[src/rtl/isr_pkg.sv]
package isr_pkg;
  localparam int DATA_W = 16;

  typedef enum logic [2:0] {
    A_CFG1 = 3'd0,
    A_CFG2 = 3'd1,
    A_STAT = 3'd2,
    A_INTR = 3'd3,
    A_CMD  = 3'd4
  } reg_sel_e;

  typedef enum logic [1:0] {
    K_PLAIN = 2'd0,
    K_ERASE = 2'd1,
    K_PROG  = 2'd2,
    K_LOAD  = 2'd3
  } evt_kind_e;

  localparam logic [DATA_W-1:0] CFG1_INIT  = 16'h40C0;
  localparam logic [DATA_W-1:0] CFG2_INIT  = 16'h0000;
  localparam logic [DATA_W-1:0] INTR_COLD  = 16'h8080;
  localparam logic [DATA_W-1:0] INTR_WARM  = 16'h8010;
  localparam logic [DATA_W-1:0] CFG1_RMASK = 16'hFFE0;

  localparam int B_MASTER = 15;
  localparam int B_POL    = 6;
  localparam int B_RDY    = 7;
  localparam int B_ECMD   = 10;
  localparam logic [DATA_W-1:0] ERR_MASK = 16'h3C00;
endpackage

[src/rtl/isr_cfg_regs.sv]
module isr_cfg_regs
  import isr_pkg::*;
(
  input  logic              clk,
  input  logic              rst,
  input  logic              wr_cfg1,
  input  logic              wr_cfg2,
  input  logic [DATA_W-1:0] wdata,
  output logic [DATA_W-1:0] cfg1_q,
  output logic [DATA_W-1:0] cfg2_q,
  output logic              rdy_q
);
  always_ff @(posedge clk) begin
    if (rst) begin
      cfg1_q <= CFG1_INIT;
      cfg2_q <= CFG2_INIT;
      rdy_q  <= 1'b1;
    end else begin
      if (wr_cfg1) begin
        cfg1_q <= wdata;
        rdy_q  <= wdata[B_RDY];
      end
      if (wr_cfg2) cfg2_q <= wdata;
    end
  end
endmodule

[src/rtl/isr_event_regs.sv]
module isr_event_regs
  import isr_pkg::*;
(
  input  logic              clk,
  input  logic              rst,
  input  logic              rst_cold,
  input  logic              wr_intr,
  input  logic [DATA_W-1:0] wdata,
  input  logic              evt_valid,
  input  logic [1:0]        evt_kind,
  input  logic              evt_err,
  input  logic              evt_badcmd,
  output logic [DATA_W-1:0] int_q,
  output logic [DATA_W-1:0] stat_q
);
  logic [DATA_W-1:0] int_masked, stat_masked, int_set, stat_set;

  always_comb begin
    int_set  = '0;
    stat_set = '0;
    if (evt_valid) begin
      int_set[B_MASTER] = 1'b1;
      case (evt_kind)
        K_ERASE: int_set[5] = 1'b1;
        K_PROG:  int_set[6] = 1'b1;
        K_LOAD:  int_set[7] = 1'b1;
        default: ;
      endcase
      if (evt_err || evt_badcmd) stat_set[B_ECMD] = 1'b1;
      if (evt_err) begin
        case (evt_kind)
          K_ERASE: stat_set[11] = 1'b1;
          K_PROG:  stat_set[12] = 1'b1;
          K_LOAD:  stat_set[13] = 1'b1;
          default: ;
        endcase
      end
    end
  end

  always_comb begin
    int_masked  = wr_intr ? (int_q & wdata) : int_q;
    stat_masked = (wr_intr && !int_masked[B_MASTER]) ? (stat_q & ~ERR_MASK) : stat_q;
  end

  always_ff @(posedge clk) begin
    if (rst) begin
      int_q  <= rst_cold ? INTR_COLD : INTR_WARM;
      stat_q <= '0;
    end else begin
      int_q  <= int_masked | int_set;
      stat_q <= stat_masked | stat_set;
    end
  end
endmodule

[src/rtl/isr_cmd_gate.sv]
module isr_cmd_gate
  import isr_pkg::*;
(
  input  logic              clk,
  input  logic              rst,
  input  logic              wr_cmd,
  input  logic              busy,
  input  logic [DATA_W-1:0] wdata,
  output logic [DATA_W-1:0] cmd_q,
  output logic              start_q
);
  logic accept;
  assign accept = wr_cmd && !busy;

  always_ff @(posedge clk) begin
    if (rst) begin
      cmd_q   <= '0;
      start_q <= 1'b0;
    end else begin
      start_q <= accept;
      if (accept) cmd_q <= wdata;
    end
  end
endmodule

[src/rtl/flash_irq_status_regs.sv]
module flash_irq_status_regs
  import isr_pkg::*;
#(
  parameter int ADDR_W = 3
) (
  input  logic              clk,
  input  logic              rst,
  input  logic              rst_cold,
  input  logic              reg_wr,
  input  logic [ADDR_W-1:0] reg_addr,
  input  logic [15:0]       reg_wdata,
  output logic [15:0]       rd_data,
  input  logic              evt_valid,
  input  logic [1:0]        evt_kind,
  input  logic              evt_err,
  input  logic              evt_badcmd,
  output logic              cmd_start,
  output logic [15:0]       cmd_code,
  output logic              irq,
  output logic              rdy
);
  logic [DATA_W-1:0] cfg1_q, cfg2_q, int_q, stat_q, cmd_q;
  logic wr_cfg1, wr_cfg2, wr_intr, wr_cmd;

  assign wr_cfg1 = reg_wr && (reg_addr == ADDR_W'(A_CFG1));
  assign wr_cfg2 = reg_wr && (reg_addr == ADDR_W'(A_CFG2));
  assign wr_intr = reg_wr && (reg_addr == ADDR_W'(A_INTR));
  assign wr_cmd  = reg_wr && (reg_addr == ADDR_W'(A_CMD));

  isr_cfg_regs u_cfg (
    .clk(clk), .rst(rst), .wr_cfg1(wr_cfg1), .wr_cfg2(wr_cfg2),
    .wdata(reg_wdata), .cfg1_q(cfg1_q), .cfg2_q(cfg2_q), .rdy_q(rdy)
  );

  isr_event_regs u_evt (
    .clk(clk), .rst(rst), .rst_cold(rst_cold), .wr_intr(wr_intr),
    .wdata(reg_wdata), .evt_valid(evt_valid), .evt_kind(evt_kind),
    .evt_err(evt_err), .evt_badcmd(evt_badcmd),
    .int_q(int_q), .stat_q(stat_q)
  );

  isr_cmd_gate u_cmd (
    .clk(clk), .rst(rst), .wr_cmd(wr_cmd), .busy(int_q[B_MASTER]),
    .wdata(reg_wdata), .cmd_q(cmd_q), .start_q(cmd_start)
  );

  assign cmd_code = cmd_q;
  assign irq = int_q[B_MASTER] ^ ~cfg1_q[B_POL];

  always_ff @(posedge clk) begin
    if (rst) begin
      rd_data <= '0;
    end else begin
      case (reg_addr)
        ADDR_W'(A_CFG1): rd_data <= cfg1_q & CFG1_RMASK;
        ADDR_W'(A_CFG2): rd_data <= cfg2_q;
        ADDR_W'(A_STAT): rd_data <= stat_q;
        ADDR_W'(A_INTR): rd_data <= int_q;
        ADDR_W'(A_CMD):  rd_data <= cmd_q;
        default:         rd_data <= '0;
      endcase
    end
  end
endmodule

[config.mk]
export PLATFORM = sky130hd
export DESIGN_NAME = flash_irq_status_regs
export DESIGN_NICKNAME = d
export VERILOG_FILES = /design/src/rtl/isr_pkg.sv /design/src/rtl/isr_cfg_regs.sv /design/src/rtl/isr_event_regs.sv /design/src/rtl/isr_cmd_gate.sv /design/src/rtl/flash_irq_status_regs.sv
export SDC_FILE = /design/constraint.sdc
export NUM_CORES = 1
export LEC_CHECK = 0
export BUFFER_PORTS_ARGS = -buffer_cell sky130_fd_sc_hd__buf_2
export CAP_MARGIN = 15
export CORE_MARGIN = 4
export CORE_UTILIZATION = 59
export CTS_CLUSTER_DIAMETER = 30
export DETAILED_ROUTE_END_ITERATION = 12
export PLACE_DENSITY = 0.81
export SYNTH_ARGS = -nofsm -noshare
export SYNTH_HDL_FRONTEND = slang
export SYNTH_SLANG_ARGS = --single-unit
[constraint.sdc]
create_clock -name clk -period 2.1 [get_ports clk]
set_clock_uncertainty 0.2 [all_clocks]
set_input_delay 0.21 -clock clk [delete_from_list [all_inputs] [get_ports clk]]
set_output_delay 0.21 -clock clk [all_outputs]
set_load 0.02 [all_outputs]
==> flow_summary.yaml, run 1 <==
outcome:
  status: "completed"
timing:
  rsz0062_at_grt: "no"
  tightestPinTransition_ps: 529.9
  finalMaxSlewViolations: 0
  tns_ps: 0
  fin_crit_ps: 1791
  relSlewSlack_pct: 64.68
  finalHoldViolCount: 0
  setup_viol_count_final: 0
  fmax_mhz: 558.2
  timing.final.crit_share_pct: 85.31
cts:
  postCtsSetupRepairBufs: 0
  cts_tree: "done"
  numCtsBuffers: 9
  cts_resized: 0
  htree_levels: 3
  postCtsHoldBufs: 24
  clk_pin_slew_ps: 80
  clock_sinks: 80
  clockBufferDepth: 2
  cts-root-buf: "clkbuf_8"
  clock_latency_ps: 340
worst_setup_path:
  cp_max_fo: 11
  arrival_ps: 1820
  endpoint_kind: "flip-flop"
  crit_chain: "dlygate4sd3_1, buf_2, or4b_1, nand2_1, nand3b_1"
  crit_path_max_incr_delay_ps: 670
  start_kind: "input port"
  cp.required_ps: 2130
  crit_type: "in2reg"
  cp_slowest_cell: "or4b_1"
routing:
  wire_per_inst_um: 15.80
  routed_via_density: 5.532
  dr.pass1.iters: 4
  antenna_left: 0
  post-route-drc-count: 0
  wl_mm: 8.344
  vias: 2921
  drt-initial-drc-count: 183
power_and_ir_drop:
  powerDensity_nw_per_um2: 695.4
  seqPwrFrac_pct: 53.7
  internal_power_mw: 2.228
  p_comb_share_pct: 9.5
  swShare_pct: 23.86
  ir_worst_vdd_mv: 0.6844
  pwr-share-clk_pct: 36.8
  p_sw_mw: 0.6985
  power.leakage_nw: 1.666
synth:
  syn-mean-instance-area_um2: 9.310
  synthSimpleGateAreaFrac_pct: 25.63
  ys_warn_count: 0
  yosysSeqAreaShare_pct: 48.60
  synth-compound-area-share_pct: 10.49
  synthAdderAreaFrac_pct: 0
  netlist_instances: 365
  ys_ff_latch: 80
  synth_xor_area_share_pct: 0.2577
  ys_types: 36
  synth_top_family_by_area: "simple AND/OR/NAND/NOR gates"
  syn_area_um2: 3398
  synth_mux_area_share_pct: 11.19
  syn-num-nets: 393
min_path:
  hold_path.class: "in2reg"
floorplan:
  die_w_um: 83.90
  start_util_pct: 61.34
  die_height_um: 83.90
  core_um2: 5540
  pin_count: 63
  dieArea_um2: 7038
  rows: 27
place:
  gp_congestion: 0.8103
  port_buffers: 62
  hpwl_mm: 5.609
layout:
  seq_area_um2: 1652
  num-nets-final: 479
  diodes: 0
  n_fill_cell: 405
  drive_above_1_share_pct: 25.00
  final_util_pct: 75.97
  syn2layout_area_growth_pct: 23.86
  multi_input_area_um2: 1617
global_route:
  grt_overflow_total: 0
  antenna_found_initial: 0
  grt_pass1_wl_mm: 13.85
  grt_usage_pct: 24.57
  grt_max_degree: 35
  grt_pass1_vias: 2849
run:
  max-cap-violations: 0
[cell usage in the layout (no fill, tap or decap), types with 2 or more instances in the layout]
master and n:
dfxtp_1 75, nand2_1 69, buf_2 62, nand2b_1 35, a21oi_1 31, dlygate4sd3_1 24
mux2i_1 20, nor2_1 16, mux2_2 16, buf_4 15, o21ai_0 10, nand3b_1 9
a22oi_1 9, clkbuf_8 9, a31oi_1 8, nor3b_1 7, nand4b_1 6, edfxtp_1 5
and3_1 4, o22ai_1 4, clkinv_2 3, nor2b_1 2, clkinvlp_4 2
[cell type report]
class / instances / area share, %
clock inverters: 6 / 1.427
repair buffers: 101 / 15.76
clock buffers: 10 / 3.032
multi-input cells: 259 / 38.41
well taps: 72 / 2.140
flip-flops and latches: 80 / 39.24
[power groups by stage]
stage / logic [mW] / registers [mW] / clock network, mW
global route: 0.302 / 1.58 / 1.16
floorplan: 0.144 / 1.61 / 0
CTS: 0.272 / 1.57 / 1.10
global placement: 0.232 / 1.61 / 0
detailed placement: 0.238 / 1.61 / 0
finish: 0.277 / 1.57 / 1.08
[through the flow]
stage	area [µm²]	cells	total power [mW]	hold slack [ps]	setup slack [ps]
floorplan	3398	365	1.754	131.1	626.1
global placement	3781	488	1.838	239.3	395.1
detailed placement	3781	488	1.845	248.0	333.0
CTS	4209	528	2.945	128.0	361.9
global route	4209	528	3.032	179.8	269.2
finish	4209	528	2.927	156.7	308.6
[worst paths after layout]
check	from	endpoint	slack, ps	cells past startpoint
worst max-delay path	reg_wr	u_cfg.cfg1_q[14]$_SDFFE_PP1P_	310	5
worst min-delay path	rst	u_cfg.cfg1_q[9]$_SDFFE_PP0P_	160	2
worst max register to register	u_evt.int_q[15]$_SDFF_PP1_	u_cmd.cmd_q[8]$_SDFFE_PP0P_	700	3
worst min register to register	u_cfg.cfg1_q[5]$_SDFFE_PP0P_	u_cfg.cfg1_q[5]$_SDFFE_PP0P_	260	2
[flip-flops by register name, indices dropped and copies added, names as in the netlist, named ones only]
signal,cells
rd_data,16
u_cfg.cfg1_q,11
u_cfg.cfg2_q,16
u_cmd.cmd_q,16
u_cmd.start_q,1
u_evt.int_q,9
u_evt.stat_q,4
[cells by family after synthesis]
logic type / after synthesis
compound gates: 63
xor+xnor: 1
buf+inv: 26
flops: 80
mux: 36
simple gates: 159
[Yosys cell counts, drive strengths merged]
cell type,number,area (µm²)
a21oi,31,155.2
a22oi,9,67.56
a31o,1,8.760
a31oi,8,50.05
and2,1,6.260
and3,4,25.02
and4bb,1,12.51
buf,13,80.07
clkbuf,13,50.04
dfxtp,75,1501
edfxtp,5,150.1
mux2,16,180.2
mux2i,20,200.2
nand2,69,259.0
nand2b,36,232.7
nand3b,9,67.56
nand4,1,6.260
nand4b,6,52.55
nand4bb,1,11.26
nor2,16,60.06
nor2b,2,12.51
nor3,1,16.27
nor3b,8,71.32
nor4,1,6.260
nor4b,1,15.01
o21ai,10,50.05
o22ai,4,25.02
or3,1,6.260
or4b,1,10.01
xnor2,1,8.760
[layer usage]
layer	share of wire [%]	global-route usage, %
met2	49	40.71
met4	2.6	12.13
met5	0	0
met1	43	30.91
met3	5.5	4.047
[worst max-delay path: cells and delay by family]
kind / cells / cell delay, ps
and+or+nand+nor: 3 / 900
buffers and inverters: 2 / 710
(Power assumes the default switching activity.)
==> run 2, diff against run 1 <==
- CORE_UTILIZATION: 59 -> 60
- CTS_BUF_LIST: default -> sky130_fd_sc_hd__clkbuf_4 sky130_fd_sc_hd__clkbuf_8
- GPL_TIMING_DRIVEN: default -> 0
- PLACE_DENSITY: 0.81 -> 0.82
==> flow_summary.yaml, run 2 (same netlist as run 1, synthesis figures left out) <==
outcome:
  status: "completed"
timing:
  finalMaxSlewViolations: 0
  tightestPinTransition_ps: 596.8
  setup_viol_count_final: 0
  timing.final.crit_share_pct: 90.78
  relSlewSlack_pct: 60.21
  finalHoldViolCount: 0
  fin_crit_ps: 1906
  rsz0062_at_grt: "no"
  fmax_mhz: 524.6
place:
  port_buffers: 61
  hpwl_mm: 6.111
  placed_cell_area_um2: 3794
  gp_congestion: 0.8332
worst_setup_path:
  crit_type: "in2reg"
  arrival_ps: 1930
  start_kind: "input port"
  r2r_slack_ps: 470
  cp_max_fo: 8
  endpoint_kind: "flip-flop"
  cp.required_ps: 2120
layout:
  diodes: 0
  fin_area_um2: 4294
  final_common_cell: "dfxtp_1"
  syn2layout_area_growth_pct: 26.36
  reg_top3: "rd_data x16, u_cfg.cfg2_q x16, u_cmd.cmd_q x16"
  num-nets-final: 490
  drive_above_1_share_pct: 23.98
  final_cell_mix: "75 x dfxtp_1, 71 x buf_2, 69 x nand2_1"
routing:
  post-route-drc-count: 0
  dr.pass1.iters: 5
  met1_length_mm: 4.010
  antenna_left: 0
  dr_wl_met3_um: 537
  drt-initial-drc-count: 198
  wire_per_inst_um: 17.68
  highest_layer: "met4"
  routed_via_density: 5.672
  wl_mm: 9.532
  vias: 3057
  routed-wl-met2_mm: 4.726
floorplan:
  die_height_um: 83.26
  core_um2: 5507
  rows: 27
  pin_count: 63
  start_util_pct: 61.71
  dieArea_um2: 6931
  die_w_um: 83.26
cts:
  htree_levels: 3
  cts_resized: 0
  clockBufferDepth: 2
  cts_tree: "done"
  numCtsBuffers: 9
  clock_sinks: 80
  clock_latency_ps: 360
  cts-root-buf: "clkbuf_8"
  clk_pin_slew_ps: 80
global_route:
  grt_pass1_vias: 3016
  antenna_found_initial: 0
  grt_overflow_total: 0
  grt_usage_pct: 27.99
  grt_pass1_wl_mm: 15.38
  grt_max_degree: 15
min_path:
  hold_path.class: "in2reg"
power_and_ir_drop:
  p_sw_mw: 0.7445
  pwr-share-clk_pct: 42.8
  ir_worst_vdd_mv: 0.5165
  powerDensity_nw_per_um2: 760.5
  seqPwrFrac_pct: 48.2
  power.leakage_nw: 1.692
  total_power_mw: 3.266
  swShare_pct: 22.80
  internal_power_mw: 2.521
  p_comb_share_pct: 9.0
run:
  max-cap-violations: 0
run 2: changes by cell type in the layout (fill, tap and decap cells not counted), moves of 2 or more:
| cell | before | now |
|---|---|---|
| buf_2 | 62 | 71 |
| buf_4 | 15 | 0 |
| bufinv_16 | 1 | 3 |
| clkbuf_1 | 1 | 12 |
| clkinv_2 | 3 | 0 |
run 2: area by class of cell:
type                            count  area, µm²
Tap cell                           72      90.09
Buffer                             26      130.1
Fill cell                         384       1212
Multi-Input combinational cell    259       1617
Clock buffer                       11      145.1
Clock inverter                      5      105.1
Sequential cell                    80       1652
Timing Repair Buffer               86      555.5
run 2: layer usage:
metal / vias to the layer above / track usage [%]
met3: 24 / 6.151
li1: 1454 / -
met2: 116 / 47.74
met5: - / 0
met4: 0 / 11.29
met1: 1463 / 34.17
run 2: path summary, 6_finish.rpt:
kind,cells past startpoint,endpoint,startpoint
worst max-delay path,5,u_evt.int_q[0]$_SDFFCE_PP0P_,reg_wr
worst min-delay path,3,u_evt.stat_q[12]$_SDFF_PP0_,evt_valid
worst max register to register,3,u_cmd.cmd_q[7]$_SDFFE_PP0P_,u_evt.int_q[15]$_SDFF_PP1_
worst min register to register,2,u_cfg.cfg2_q[7]$_SDFFE_PP0P_,u_cfg.cfg2_q[7]$_SDFFE_PP0P_
run 2: per-stage QoR:
stage               std cells  hold WS (ps)  utilization (%)  TNS [ps]  setup slack (ps)
floorplan                 365         131.1                -         0             626.1
global route              539         71.10            77.98         0             137.0
detailed placement        498         244.5            68.89    -118.8            -47.62
finish                    539         58.71            77.98         0             193.7
CTS                       539         59.55            77.98         0             274.7
global placement          498         239.2            68.89         0             65.33
run 2: power by group through the flow:
stage	logic (mW)	registers (mW)	clock network, mW
final	0.293	1.57	1.40
after detailed placement	0.247	1.61	0
after global routing	0.315	1.58	1.46
after global placement	0.241	1.61	0
after CTS	0.285	1.57	1.39
after floorplan	0.144	1.61	0
run 2: worst max-delay path, cell delays in order:
cell and delay (ps):
dlygate4sd3_1 520, buf_2 180, nand4b_1 330, nor2_1 440
and3_1 240
run 2: timing repair:
action	4_1_cts	5_1_grt
endpoints found under the hold margin	58	0
hold buffers	25	0
buffers inserted	0	0
endpoints found under the setup margin	0	0
==> run 3, diff against run 2 <==
- CORE_ASPECT_RATIO: default -> 1.1
==> flow_summary.yaml, run 3 (same netlist as run 1, synthesis figures left out) <==
worst_setup_path:
  cp_max_fo: 10
  crit_path_max_incr_delay_ps: 520
  crit_chain: "dlygate4sd3_1, buf_2, nand2b_4, nor3_4, buf_8, mux2i_1"
  cp_top_family: "buffers and inverters"
  endpoint_kind: "flip-flop"
  cp_num_buf_inv: 3
  cp_slowest_cell: "dlygate4sd3_1"
  start_kind: "input port"
  crit_type: "in2reg"
  cp.required_ps: 2180
  arrival_ps: 2000
timing:
  timing.final.crit_share_pct: 91.43
  tns_ps: 0
  tightestPinTransition_ps: 610.6
  relSlewSlack_pct: 59.29
  fin_crit_ps: 1920
  setup_viol_count_final: 0
  finalMaxSlewViolations: 0
  fmax_mhz: 520.8
  rsz0062_at_grt: "no"
  finalHoldViolCount: 0
floorplan:
  core_um2: 5430
  die_height_um: 86.93
  pin_count: 63
  dieArea_um2: 6933
  rows: 28
  start_util_pct: 62.58
  die_w_um: 79.76
place:
  hpwl_mm: 6.180
  gp_congestion: 0.8657
  placed_cell_area_um2: 3797
  port_buffers: 61
routing:
  antenna_left: 0
  wl_mm: 9.800
  dr.pass1.iters: 5
  wire_per_inst_um: 18.15
  drt-initial-drc-count: 345
  post-route-drc-count: 0
  vias: 3133
  routed_via_density: 5.802
layout:
  final_cell_mix: "75 x dfxtp_1, 71 x buf_2, 69 x nand2_1"
  syn2layout_area_growth_pct: 25.96
  num-nets-final: 489
  reg_top3: "rd_data x16, u_cfg.cfg2_q x16, u_cmd.cmd_q x16"
  seq_area_um2: 1652
  final_common_cell: "dfxtp_1"
  drive_above_1_share_pct: 23.87
  diodes: 0
  multi_input_area_um2: 1617
  n_fill_cell: 379
  fin_area_um2: 4280
min_path:
  hold_path.class: "in2reg"
cts:
  clockBufferDepth: 2
  numCtsBuffers: 9
  postCtsSetupRepairBufs: 0
  clock_latency_ps: 360
  cts-root-buf: "clkbuf_8"
  cts_tree: "done"
  clk_pin_slew_ps: 80
  htree_levels: 3
  clock_sinks: 80
power_and_ir_drop:
  total_power_mw: 3.267
  power.leakage_nw: 1.693
  internal_power_mw: 2.528
  p_comb_share_pct: 9.0
  p_sw_mw: 0.7395
  pwr-share-clk_pct: 42.8
  seqPwrFrac_pct: 48.2
  powerDensity_nw_per_um2: 763.3
  ir_worst_vdd_mv: 0.6439
  swShare_pct: 22.63
outcome:
  status: "completed"
run:
  max-cap-violations: 0
global_route:
  grt_max_degree: 13
  antenna_found_initial: 0
  grt_pass1_wl_mm: 15.65
  grt_pass1_vias: 3122
  grt_overflow_total: 0
  grt_usage_pct: 30.27
==> run 3: changes by cell type in the layout (fill, tap and decap cells not counted), sizes merged <==
cell and change:
clkinvlp -2, dlygate4sd3 -1, clkbuf +1
==> run 3: final timing paths <==
kind                                                      to                          from  slack (ps)  depth (start not counted)
worst max register to register   u_cmd.cmd_q[8]$_SDFFE_PP0P_    u_evt.int_q[15]$_SDFF_PP1_         370                          3
worst min-delay path             u_evt.stat_q[12]$_SDFF_PP0_                     evt_valid          80                          3
worst max-delay path             u_cmd.cmd_q[8]$_SDFFE_PP0P_                        reg_wr         180                          6
worst min register to register  u_cfg.cfg2_q[4]$_SDFFE_PP0P_  u_cfg.cfg2_q[4]$_SDFFE_PP0P_         260                          2
==> run 3: through the flow <==
stage,setup WS (ps),hold slack (ps),instances,utilization (%)
5_1_grt,133.8,83.96,540,78.82
2_1_floorplan,626.1,131.1,365,-
6_report,180.0,76.69,540,78.82
4_1_cts,245.1,64.27,540,78.82
3_3_place_gp,105.5,239.1,501,69.93
3_5_place_dp,7.437,245.0,501,69.93
==> run 3: worst reg2reg max path: stages (launching register included) <==
cell and delay (ps):
dfxtp_1 400, nor3_4 550, buf_8 260, mux2i_1 240
==> run 3: final cells by class <==
cell class	count	share of cell area (%)
Sequential cell	80	38.59
Tap cell	75	2.192
Clock buffer	12	3.566
Buffer	26	3.040
Clock inverter	3	2.105
Timing Repair Buffer	85	12.74
Multi-Input combinational cell	259	37.77
==> run 3: routing by layer <==
layer  track usage [%]  share of wire [%]
met3             7.557                8.8
met2             49.28                 49
met1             36.41                 39
met5                 0                  0
met4             17.36                3.4
==> run 3: power groups by stage <==
| stage | Combinational, mW | Sequential [mW] | Clock (mW) |
|---|---|---|---|
| after floorplan | 0.144 | 1.61 | 0 |
| after global placement | 0.244 | 1.61 | 0 |
| after detailed placement | 0.250 | 1.61 | 0 |
| after CTS | 0.287 | 1.57 | 1.39 |
| after global routing | 0.316 | 1.58 | 1.46 |
| final | 0.295 | 1.57 | 1.40 |
==> run 3: repair_timing <==
item                                   in CTS  in global routing
resized for setup                           0                  0
hold buffers                               24                  0
endpoints found under the hold margin      62                  0
